## config.mk

```make
export PLATFORM = sky130hd
export DESIGN_NAME = dma_arb_seq
export DESIGN_NICKNAME = d
export VERILOG_FILES = /design/src/rtl/dma_arb_seq_pkg.sv /design/src/rtl/dma_arb_seq_fsm.sv /design/src/rtl/dma_arb_seq_datapath.sv /design/src/rtl/dma_arb_seq_drive.sv /design/src/rtl/dma_arb_seq.sv
export SDC_FILE = /design/constraint.sdc
export NUM_CORES = 1
export LEC_CHECK = 0
export BUFFER_PORTS_ARGS = -buffer_cell sky130_fd_sc_hd__buf_2
export CAP_MARGIN = 20
export CELL_PAD_IN_SITES_DETAIL_PLACEMENT = 1
export CELL_PAD_IN_SITES_GLOBAL_PLACEMENT = 1
export CORE_UTILIZATION = 36
export DETAILED_ROUTE_END_ITERATION = 10
export PLACE_DENSITY = 0.9
export SLEW_MARGIN = 0
export SYNTH_ARGS = -nofsm -noshare
export SYNTH_HDL_FRONTEND = slang
export SYNTH_HIERARCHICAL = 1
export SYNTH_SLANG_ARGS = --single-unit
```

## constraint.sdc

```tcl
create_clock -name clk -period 5.2 [get_ports clk]
set_clock_uncertainty 0.2 [all_clocks]
set_input_delay 0.52 -clock clk [delete_from_list [all_inputs] [get_ports clk]]
set_output_delay 0.52 -clock clk [all_outputs]
set_load 0.05 [all_outputs]
```

## src/rtl/dma_arb_seq_pkg.sv

```systemverilog
`timescale 1ns/1ps
package dma_arb_seq_pkg;
    localparam int DW = 16;
    localparam int NLANE = DW / 8;

    typedef enum logic [3:0] {
        S_IDLE, S_REQ, S_OWN, S_ACK, S_ADDR,
        S_STRB, S_WAIT, S_TERM, S_GAP, S_REL
    } seq_state_e;

    typedef struct packed {
        logic             rd;
        logic [NLANE-1:0] be;
    } xfer_ctl_t;

    typedef struct packed {
        logic br_n;
        logic own_n;
        logic bgack_n;
        logic oe;
        logic as_n;
        logic uds_n;
        logic lds_n;
        logic data_oe;
        logic done;
        logic err;
    } bus_drive_t;

    function automatic logic holds_bus(seq_state_e s);
        return (s != S_IDLE) && (s != S_REQ);
    endfunction

    function automatic logic in_strobe(seq_state_e s);
        return (s == S_ADDR) || (s == S_STRB) || (s == S_WAIT);
    endfunction

    function automatic bus_drive_t drive_of(seq_state_e s, xfer_ctl_t c, logic err_seen);
        bus_drive_t d;
        logic ds_on;
        d.br_n    = !((s == S_REQ) || (s == S_OWN) || (s == S_ACK));
        d.own_n   = !holds_bus(s);
        d.bgack_n = !((s == S_ACK) || in_strobe(s) || (s == S_TERM) || (s == S_GAP));
        d.oe      = holds_bus(s) && (s != S_OWN);
        d.as_n    = !((s == S_STRB) || (s == S_WAIT));
        ds_on     = (s == S_WAIT) || ((s == S_STRB) && c.rd);
        d.uds_n   = !(ds_on && c.be[1]);
        d.lds_n   = !(ds_on && c.be[0]);
        d.data_oe = in_strobe(s) && !c.rd;
        d.done    = (s == S_TERM) && !err_seen;
        d.err     = (s == S_TERM) && err_seen;
        return d;
    endfunction
endpackage

```

## src/rtl/dma_arb_seq_fsm.sv

```systemverilog
`timescale 1ns/1ps
module dma_arb_seq_fsm
    import dma_arb_seq_pkg::*;
(
    input  logic       clk,
    input  logic       rst,
    input  logic       xfer_valid,
    input  logic       bg_n,
    input  logic       as_n_in,
    input  logic       dtack_n,
    input  logic       halt_n,
    input  logic       berr_n,
    output seq_state_e state_q,
    output logic       err_q,
    output logic       load,
    output logic       capture
);
    seq_state_e state_d;
    logic       err_d;
    logic       bus_free;

    assign bus_free = !bg_n && as_n_in && dtack_n;

    always_comb begin
        state_d = state_q;
        err_d   = err_q;
        capture = 1'b0;
        unique case (state_q)
            S_IDLE: begin
                err_d = 1'b0;
                if (xfer_valid) state_d = S_REQ;
            end
            S_REQ:  if (bus_free) state_d = S_OWN;
            S_OWN:  state_d = S_ACK;
            S_ACK:  state_d = S_ADDR;
            S_ADDR: if (halt_n) state_d = S_STRB;
            S_STRB: state_d = S_WAIT;
            S_WAIT: begin
                if (!berr_n) begin
                    state_d = S_TERM;
                    err_d   = 1'b1;
                end else if (!dtack_n && halt_n) begin
                    state_d = S_TERM;
                    capture = 1'b1;
                end
            end
            S_TERM: state_d = S_GAP;
            S_GAP:  state_d = (err_q || !xfer_valid) ? S_REL : S_ADDR;
            S_REL:  state_d = S_IDLE;
            default: state_d = S_IDLE;
        endcase
    end

    assign load = (state_d == S_ADDR) && (state_q != S_ADDR);

    always_ff @(posedge clk) begin
        if (rst) begin
            state_q <= S_IDLE;
            err_q   <= 1'b0;
        end else begin
            state_q <= state_d;
            err_q   <= load ? 1'b0 : err_d;
        end
    end


    own_after_free_chk: assert property (@(posedge clk) disable iff (rst)
        (state_q == S_OWN) |-> $past(!bg_n && as_n_in && dtack_n));


    halt_blocks_strobe_chk: assert property (@(posedge clk) disable iff (rst)
        (state_q == S_STRB) |-> $past(halt_n));


    done_on_ack_chk: assert property (@(posedge clk) disable iff (rst)
        (state_q == S_TERM && !err_q) |-> $past(!dtack_n && halt_n && berr_n));


    err_forces_release_chk: assert property (@(posedge clk) disable iff (rst)
        (state_q == S_GAP && err_q) |=> (state_q == S_REL));
endmodule

```

## src/rtl/dma_arb_seq_datapath.sv

```systemverilog
`timescale 1ns/1ps
module dma_arb_seq_datapath
    import dma_arb_seq_pkg::*;
#(
    parameter int AW = 23
) (
    input  logic          clk,
    input  logic          rst,
    input  logic          load,
    input  logic          capture,
    input  logic [AW-1:0] in_addr,
    input  logic [DW-1:0] in_wdata,
    input  xfer_ctl_t     in_ctl,
    input  logic [DW-1:0] bus_data,
    output logic [AW-1:0] addr_q,
    output logic [DW-1:0] wdata_q,
    output xfer_ctl_t     ctl_q,
    output logic [DW-1:0] rdata_q
);
    always_ff @(posedge clk) begin
        if (rst) begin
            addr_q   <= '0;
            wdata_q  <= '0;
            ctl_q.rd <= 1'b1;
            ctl_q.be <= '0;
        end else if (load) begin
            addr_q  <= in_addr;
            wdata_q <= in_wdata;
            ctl_q   <= in_ctl;
        end
    end

    always_ff @(posedge clk) begin
        if (rst) rdata_q <= '0;
        else if (capture && ctl_q.rd) rdata_q <= bus_data;
    end
endmodule

```

## src/rtl/dma_arb_seq_drive.sv

```systemverilog
`timescale 1ns/1ps
module dma_arb_seq_drive
    import dma_arb_seq_pkg::*;
(
    input  logic       clk,
    input  logic       rst,
    input  seq_state_e state_q,
    input  xfer_ctl_t  ctl_q,
    input  logic       err_q,
    output bus_drive_t drv
);
    assign drv = drive_of(state_q, ctl_q, err_q);


    own_leads_ack_chk: assert property (@(posedge clk) disable iff (rst)
        $fell(drv.bgack_n) |-> $past(!drv.own_n));


    ack_leads_release_chk: assert property (@(posedge clk) disable iff (rst)
        $rose(drv.own_n) |-> $past(drv.bgack_n));


    req_drop_after_ack_chk: assert property (@(posedge clk) disable iff (rst)
        $rose(drv.br_n) |-> (!drv.bgack_n && $past(!drv.bgack_n)));


    oe_needs_own_chk: assert property (@(posedge clk) disable iff (rst)
        drv.oe |-> !drv.own_n);


    strobes_high_before_float_chk: assert property (@(posedge clk) disable iff (rst)
        $fell(drv.oe) |-> $past(drv.as_n && drv.uds_n && drv.lds_n));


    addr_before_as_chk: assert property (@(posedge clk) disable iff (rst)
        $fell(drv.as_n) |-> $past(drv.oe));


    done_err_excl_chk: assert property (@(posedge clk) disable iff (rst)
        !(drv.done && drv.err));
endmodule

```

## src/rtl/dma_arb_seq.sv

```systemverilog
`timescale 1ns/1ps
module dma_arb_seq
    import dma_arb_seq_pkg::*;
#(
    parameter int AW = 23
) (
    input  logic          clk,
    input  logic          rst,
    input  logic          xfer_valid,
    input  logic          xfer_read,
    input  logic [1:0]    xfer_be,
    input  logic [AW-1:0] xfer_addr,
    input  logic [DW-1:0] xfer_wdata,
    output logic          xfer_done,
    output logic          xfer_err,
    output logic [DW-1:0] xfer_rdata,
    input  logic          bus_bg_n,
    input  logic          bus_as_n_in,
    input  logic          bus_dtack_n,
    input  logic          bus_halt_n,
    input  logic          bus_berr_n,
    input  logic [DW-1:0] bus_rdata_in,
    output logic          bus_br_n,
    output logic          bus_own_n,
    output logic          bus_bgack_n,
    output logic          bus_oe,
    output logic          bus_as_n,
    output logic          bus_uds_n,
    output logic          bus_lds_n,
    output logic          bus_rw,
    output logic [AW-1:0] bus_addr,
    output logic [DW-1:0] bus_wdata,
    output logic          bus_wdata_oe
);
    seq_state_e state_q;
    logic       err_q;
    logic       load;
    logic       capture;
    xfer_ctl_t  in_ctl;
    xfer_ctl_t  ctl_q;
    bus_drive_t drv;

    assign in_ctl.rd = xfer_read;
    assign in_ctl.be = xfer_be;

    dma_arb_seq_fsm u_fsm (
        .clk        (clk),
        .rst        (rst),
        .xfer_valid (xfer_valid),
        .bg_n       (bus_bg_n),
        .as_n_in    (bus_as_n_in),
        .dtack_n    (bus_dtack_n),
        .halt_n     (bus_halt_n),
        .berr_n     (bus_berr_n),
        .state_q    (state_q),
        .err_q      (err_q),
        .load       (load),
        .capture    (capture)
    );

    dma_arb_seq_datapath #(.AW(AW)) u_dp (
        .clk      (clk),
        .rst      (rst),
        .load     (load),
        .capture  (capture),
        .in_addr  (xfer_addr),
        .in_wdata (xfer_wdata),
        .in_ctl   (in_ctl),
        .bus_data (bus_rdata_in),
        .addr_q   (bus_addr),
        .wdata_q  (bus_wdata),
        .ctl_q    (ctl_q),
        .rdata_q  (xfer_rdata)
    );

    dma_arb_seq_drive u_drv (
        .clk     (clk),
        .rst     (rst),
        .state_q (state_q),
        .ctl_q   (ctl_q),
        .err_q   (err_q),
        .drv     (drv)
    );

    assign bus_br_n     = drv.br_n;
    assign bus_own_n    = drv.own_n;
    assign bus_bgack_n  = drv.bgack_n;
    assign bus_oe       = drv.oe;
    assign bus_as_n     = drv.as_n;
    assign bus_uds_n    = drv.uds_n;
    assign bus_lds_n    = drv.lds_n;
    assign bus_wdata_oe = drv.data_oe;
    assign bus_rw       = !drv.data_oe;
    assign xfer_done    = drv.done;
    assign xfer_err     = drv.err;
endmodule

```

# == After elaboration in Yosys (flattened, before gate mapping) ==
# Cells that the tools add are included.
# op_classes
reduce_logical,40
eq_ne,13
n_mux,12
# ops
op,count
4-bit case mux with 9 select lines,1
4-bit two-way mux,6
4-bit by 3-bit == test with 1-bit output (second input constant),5
1-bit logical AND,13
1-bit logical NOT,12
1-bit logical OR,10
4-bit by 2-bit == test with 1-bit output (second input constant),2
4-bit by 1-bit == test with 1-bit output (second input constant),1
4-bit == test (second input constant),1
4-bit logical NOT,1
1-bit two-way mux,4
4-bit by 1-bit != test with 1-bit output (second input constant),1
4-bit by 2-bit != test with 1-bit output (second input constant),1
4-bit by 3-bit != test with 1-bit output (second input constant),1
4-bit nonzero test,1
2-bit != test (second input constant),1
1-bit case mux with 2 select lines,1
2-bit AND reduction,1
2-bit nonzero test,1
2-bit OR reduction,1
# totals
elab_cells,72
input_bits,66
regBits,63

# == Logic depth before layout (Yosys ltp) ==
# logic_depth
depth_word,8
mapped_depth,8

# == By module ==
# The synthesis kept the hierarchy.
# by_module_without_submodules
mod,seq_area_each_um2,area_each_um2,instances,cells_per_inst
dma_arb_seq_datapath,1161.1,2318.5,1,208
dma_arb_seq_fsm,100.1,355.3,1,43
dma_arb_seq_drive,0.0,117.6,1,19
dma_arb_seq,0.0,3.8,1,1

# == Worst setup path after synthesis ==
# OpenSTA, ideal clock, no wires.
# synth_path
kind,register to output
from,reg u_fsm.state_q[1]
to,out bus_rw
path_slack_ps,2139
stages_incl_launch_ff,4
arrival_time_ps,2341
path_cell_list,dfxtp_1 nand2_1 nor3b_1 inv_1
# synth_between
elab_chain_len,5
word_cells_on_any_way,7
cone_classes,eq/ne (3); reduce/logical (4)
# synth_lines
element,line,rtl
start: declaration,dma_arb_seq_fsm.sv:13,"output seq_state_e state_q,"
start signal: assignment,dma_arb_seq_fsm.sv:61,state_q <= state_d;
4-bit by 3-bit == test with 1-bit output,dma_arb_seq_pkg.sv:34,return (s == S_ADDR) || (s == S_STRB) || (s == S_WAIT);
1-bit logical OR,dma_arb_seq_pkg.sv:34,
1-bit logical OR (*),dma_arb_seq_pkg.sv:34,
1-bit logical AND (*),dma_arb_seq_pkg.sv:48,d.data_oe = in_strobe(s) && !c.rd;
net bus_wdata_oe,dma_arb_seq.sv:33,output logic bus_wdata_oe
1-bit logical NOT (*),dma_arb_seq.sv:93,assign bus_rw = !drv.data_oe;
end: declaration,dma_arb_seq.sv:30,"output logic bus_rw,"
# The timed path passes the listed nets; every way through them passes the cells marked *.

# == Worst setup path in the final report ==
# layout_path
from,reg u_fsm.state_q[3]
to,reg u_dp.addr_q[3]
# layout_between
elab_chain_len,5
word_cells_on_any_way,18
cone_classes,eq/ne (10); mux (6); reduce/logical (2)
# layout_lines
element,line,rtl
4-bit two-way mux,dma_arb_seq_fsm.sv:42,end else if (!dtack_n && halt_n) begin
4-bit two-way mux,dma_arb_seq_fsm.sv:39,if (!berr_n) begin
4-bit case mux with 9 select lines,dma_arb_seq_fsm.sv:28,unique case (state_q)
4-bit by 3-bit == test with 1-bit output,dma_arb_seq_fsm.sv:54,assign load = (state_d == S_ADDR) && (state_q != S_ADDR);
1-bit logical AND (*),dma_arb_seq_fsm.sv:54,
net load,dma_arb_seq.sv:37,logic load;
end signal: assignment,dma_arb_seq_datapath.sv:27,addr_q <= in_addr;
end: declaration,dma_arb_seq_datapath.sv:15,"output logic [AW-1:0] addr_q,"
# Marks and branches as above.
# A chain may end at the register's enable or synchronous reset.

==> run_results.csv <==
group,metric,value,unit
floorplanning,die_w,90.1,um
synth,synth_compound_area_share,16.2,%
timing,setup_viol,0,
global_routing,grt_usage,18.1,%
global_routing,grt_pass1_vias,2510,
critical_path,path_cells,"nand3b_1 > o22a_1 > nor2_4 > buf_4 > mux2i_1 > nor2_2",
final_layout,final_common_cell,"buf_2",
place,dp_hpwl,5150,um
hold_path,min_path_cells,2,
critical_path,cpLargestDelayFamily,"simple AND/OR/NAND/NOR gates",
cts,cts_root_buf,"clkbuf_8",
cts,post-cts-setup-buffers,0,
cts,cts_resized,0,
timing,tightest_slew,0.717,ns
cts,clkTransAtPathRegs,0.07,ns
hold_path,worst_hold_path_type,"in2reg",
floorplanning,coreArea,0.00737,sq mm
run,cap_violations,0,
place,place.gp.congestion,0.752,
floorplanning,die_y,90.1,um
synth,ys_ff_latch,63,
routing,drc,0,
synth,synth_mux_area_share,15.0,%
synth,yosys.cell_types.count,41,
global_routing,grt_pass1_wl,11900,um
cts,htreeDepth,3,
routing,totalWireLength,7040,um
timing,fin_crit_sh,52.5,%
routing,vias,2412,
timing,timing.final.crit_period,2.73,ns
critical_path,cp_max_fo,27,
cts,cts_tree,"built",
critical_path,critPathKind,"reg2reg",
timing,slew-limit-headroom,52.2,%
synth,synth_cells,271,
cts,clk_latency,0.33,ns
critical_path,cp-start-kind,"flop",
cts,ctsHoldBuffers,0,
final_layout,fin_nets,462,
synth,synth_simple_gate_area_share,15.5,%
timing,drv_slew,0,
cts,cts.sinks,63,
routing,wire_per_inst,14.1,um
synth,ys_seq_area_share,45.1,%
hold_path,hold_start,"xfer_read",
synth,synth_top_area_share,45.1,%
routing,firstDrtPassIters,4,
cts,cts_buffer_depth,2,
critical_path,critPathBufInv,1,
synth,synthXorXnorAreaFrac,0,%
critical_path,reg2reg_depth,6,
synth,synthAdderAreaFrac,0,%
synth,syn-num-nets,337,
global_routing,grt_antenna_before_repair,0,
critical_path,r2r_slack,2.47,ns
final_layout,layout_common_cells,"buf_2, dfxtp_1, mux2i_1, nor2_1, nand3_1",
critical_path,cp.required,5.19,ns
power_and_ir_drop,peakVddDrop,0.000185,V
power_and_ir_drop,p_leak,1.55,nW
synth,synth_ff_type,"dfxtp_1",
floorplanning,die-area,0.00812,sq mm
routing,drt_iter0_markers,59,
floorplanning,rows,31,
synth,synth_area_per_cell,10.3,sq um
global_routing,grt.overflow.total,0,
critical_path,cp_slowest_cell,"dfxtp_1",
final_layout,antennaDiodeCount,0,
synth,synth_top_family_by_area,"compound AO/OA/AOI/OAI gates",
synth,synth_area,0.00280,sq mm
synth,async_flop_share,0,%
floorplanning,num_io_pins,132,
power_and_ir_drop,pwr_density_cell,288,mW/mm^2
floorplanning,start_util,37.9,%
synth,ys_warn_count,6,
critical_path,r2r-start,"u_fsm/state_q[3]",
critical_path,cp-end-kind,"flop",
synth,synth_top_cells_by_area,"dfxtp_1, mux2i_1, nor2_1, a21bo_1, a21oi_2",
routing,postRouteAntennaNets,0,
timing,max_freq,366,MHz
synth,synth_edf_count,0,
place,portBuffers,131,
cts,cts_buffers,9,
critical_path,r2r-end,"u_dp/addr_q[3]",
final_layout,drive_gt1_share,44.3,%
routing,viasPerCell,4.83,
outcome,status,"finished, final reports clean",
hold_path,hold_end,"u_dp/ctl_q[2]",
critical_path,slowest_delay,0.61,ns
timing,rsz0062_at_grt,"false",
timing,whs,0.192,ns
final_layout,areaGrowthSynthToFinish,28.1,%
global_routing,grt_max_degree,40,
timing,tns,0,ns
critical_path,cp.arrival,2.72,ns
timing,finalHoldViolCount,0,
synth,yosys.area.top_type,"dfxtp_1",
[synth_stat cells (2+ instances only)]
cell      count
nor2_2        5
nor2_1       40
buf_12        4
nand3b_1      2
o211ai_1      3
or2_2         2
dfxtp_1      63
a21bo_2       3
a21oi_2      14
buf_4         2
nand3_1      17
o31ai_1       3
clkbuf_1      2
nor2b_1       3
buf_2         4
buf_6         7
a211o_1       2
a21bo_1      14
a21oi_1       4
nand2b_1      4
mux2i_1      42
nand2_1       3
o21ai_0       2
nor3_1        5
and3b_1       2
inv_1         4
[per-layer routing]
metal | share of wire (%) | vias to the layer above | global-route usage, %
met5 | 0 | - | 0
met4 | 0.71 | 0 | 4.57
met3 | 8.1 | 8 | 7.28
met2 | 49 | 107 | 31.7
met1 | 42 | 1112 | 20.2
li1 | - | 1185 | -
[per-stage QoR]
stage          setup slack (ns)  cells  power (W)  util, %  area (sq um)
2_1_floorplan              2.14    271   0.000605        -          2800
3_3_place_gp               2.53    484   0.000643     46.2          3400
3_5_place_dp               2.42    484   0.000648     46.2          3400
4_1_cts                    2.41    499    0.00105     48.6          3580
5_1_grt                    2.28    499    0.00109     48.6          3580
6_report                   2.47    499    0.00103     48.6          3580
[power breakdown]
group          total [W]  switching (W)  internal (W)
sequential      0.000504      0.0000142      0.000490
clock           0.000394       0.000179      0.000215
combinational   0.000132      0.0000828     0.0000491
[logic make-up (layout without fill, tap and decap cells)]
kind of cell / Yosys count / count (layout)
AOI/OAI and AO/OA: 53 / 53
muxes: 42 / 42
and+or+nand+nor: 88 / 88
DFF: 63 / 63
buffers and inverters: 25 / 154
[area by class of cell]
class | instances | area, sq um
Fill cell | 911 | 3790
Multi-Input combinational cell | 183 | 1320
Sequential cell | 63 | 1260
Timing Repair Buffer | 135 | 686
Clock buffer | 10 | 128
Tap cell | 99 | 124
Clock inverter | 5 | 50.0
Inverter | 4 | 15.0
[registers in the layout, summed over array words and instances, names as in the netlist]
name,count
u_dp/rdata_q,16
u_dp/addr_q,23
u_dp/wdata_q,16
u_fsm/state_q,4
u_dp/ctl_q,3
u_fsm/err_q,1
[worst max-delay path by stage]
stage / slack, ns / startpoint / depth (start not counted) / endpoint
after floorplan: 2.14 / u_fsm/state_q[1] / 3 / bus_rw
after global placement: 2.53 / u_fsm/state_q[1] / 6 / u_dp/addr_q[8]
after detailed placement: 2.42 / u_fsm/state_q[3] / 6 / u_dp/wdata_q[7]
after CTS: 2.41 / u_fsm/state_q[3] / 6 / u_dp/wdata_q[7]
after global routing: 2.28 / u_fsm/state_q[3] / 6 / u_dp/ctl_q[0]
final: 2.47 / u_fsm/state_q[3] / 6 / u_dp/addr_q[3]
No activity file was read; power rests on OpenSTA's default activity.
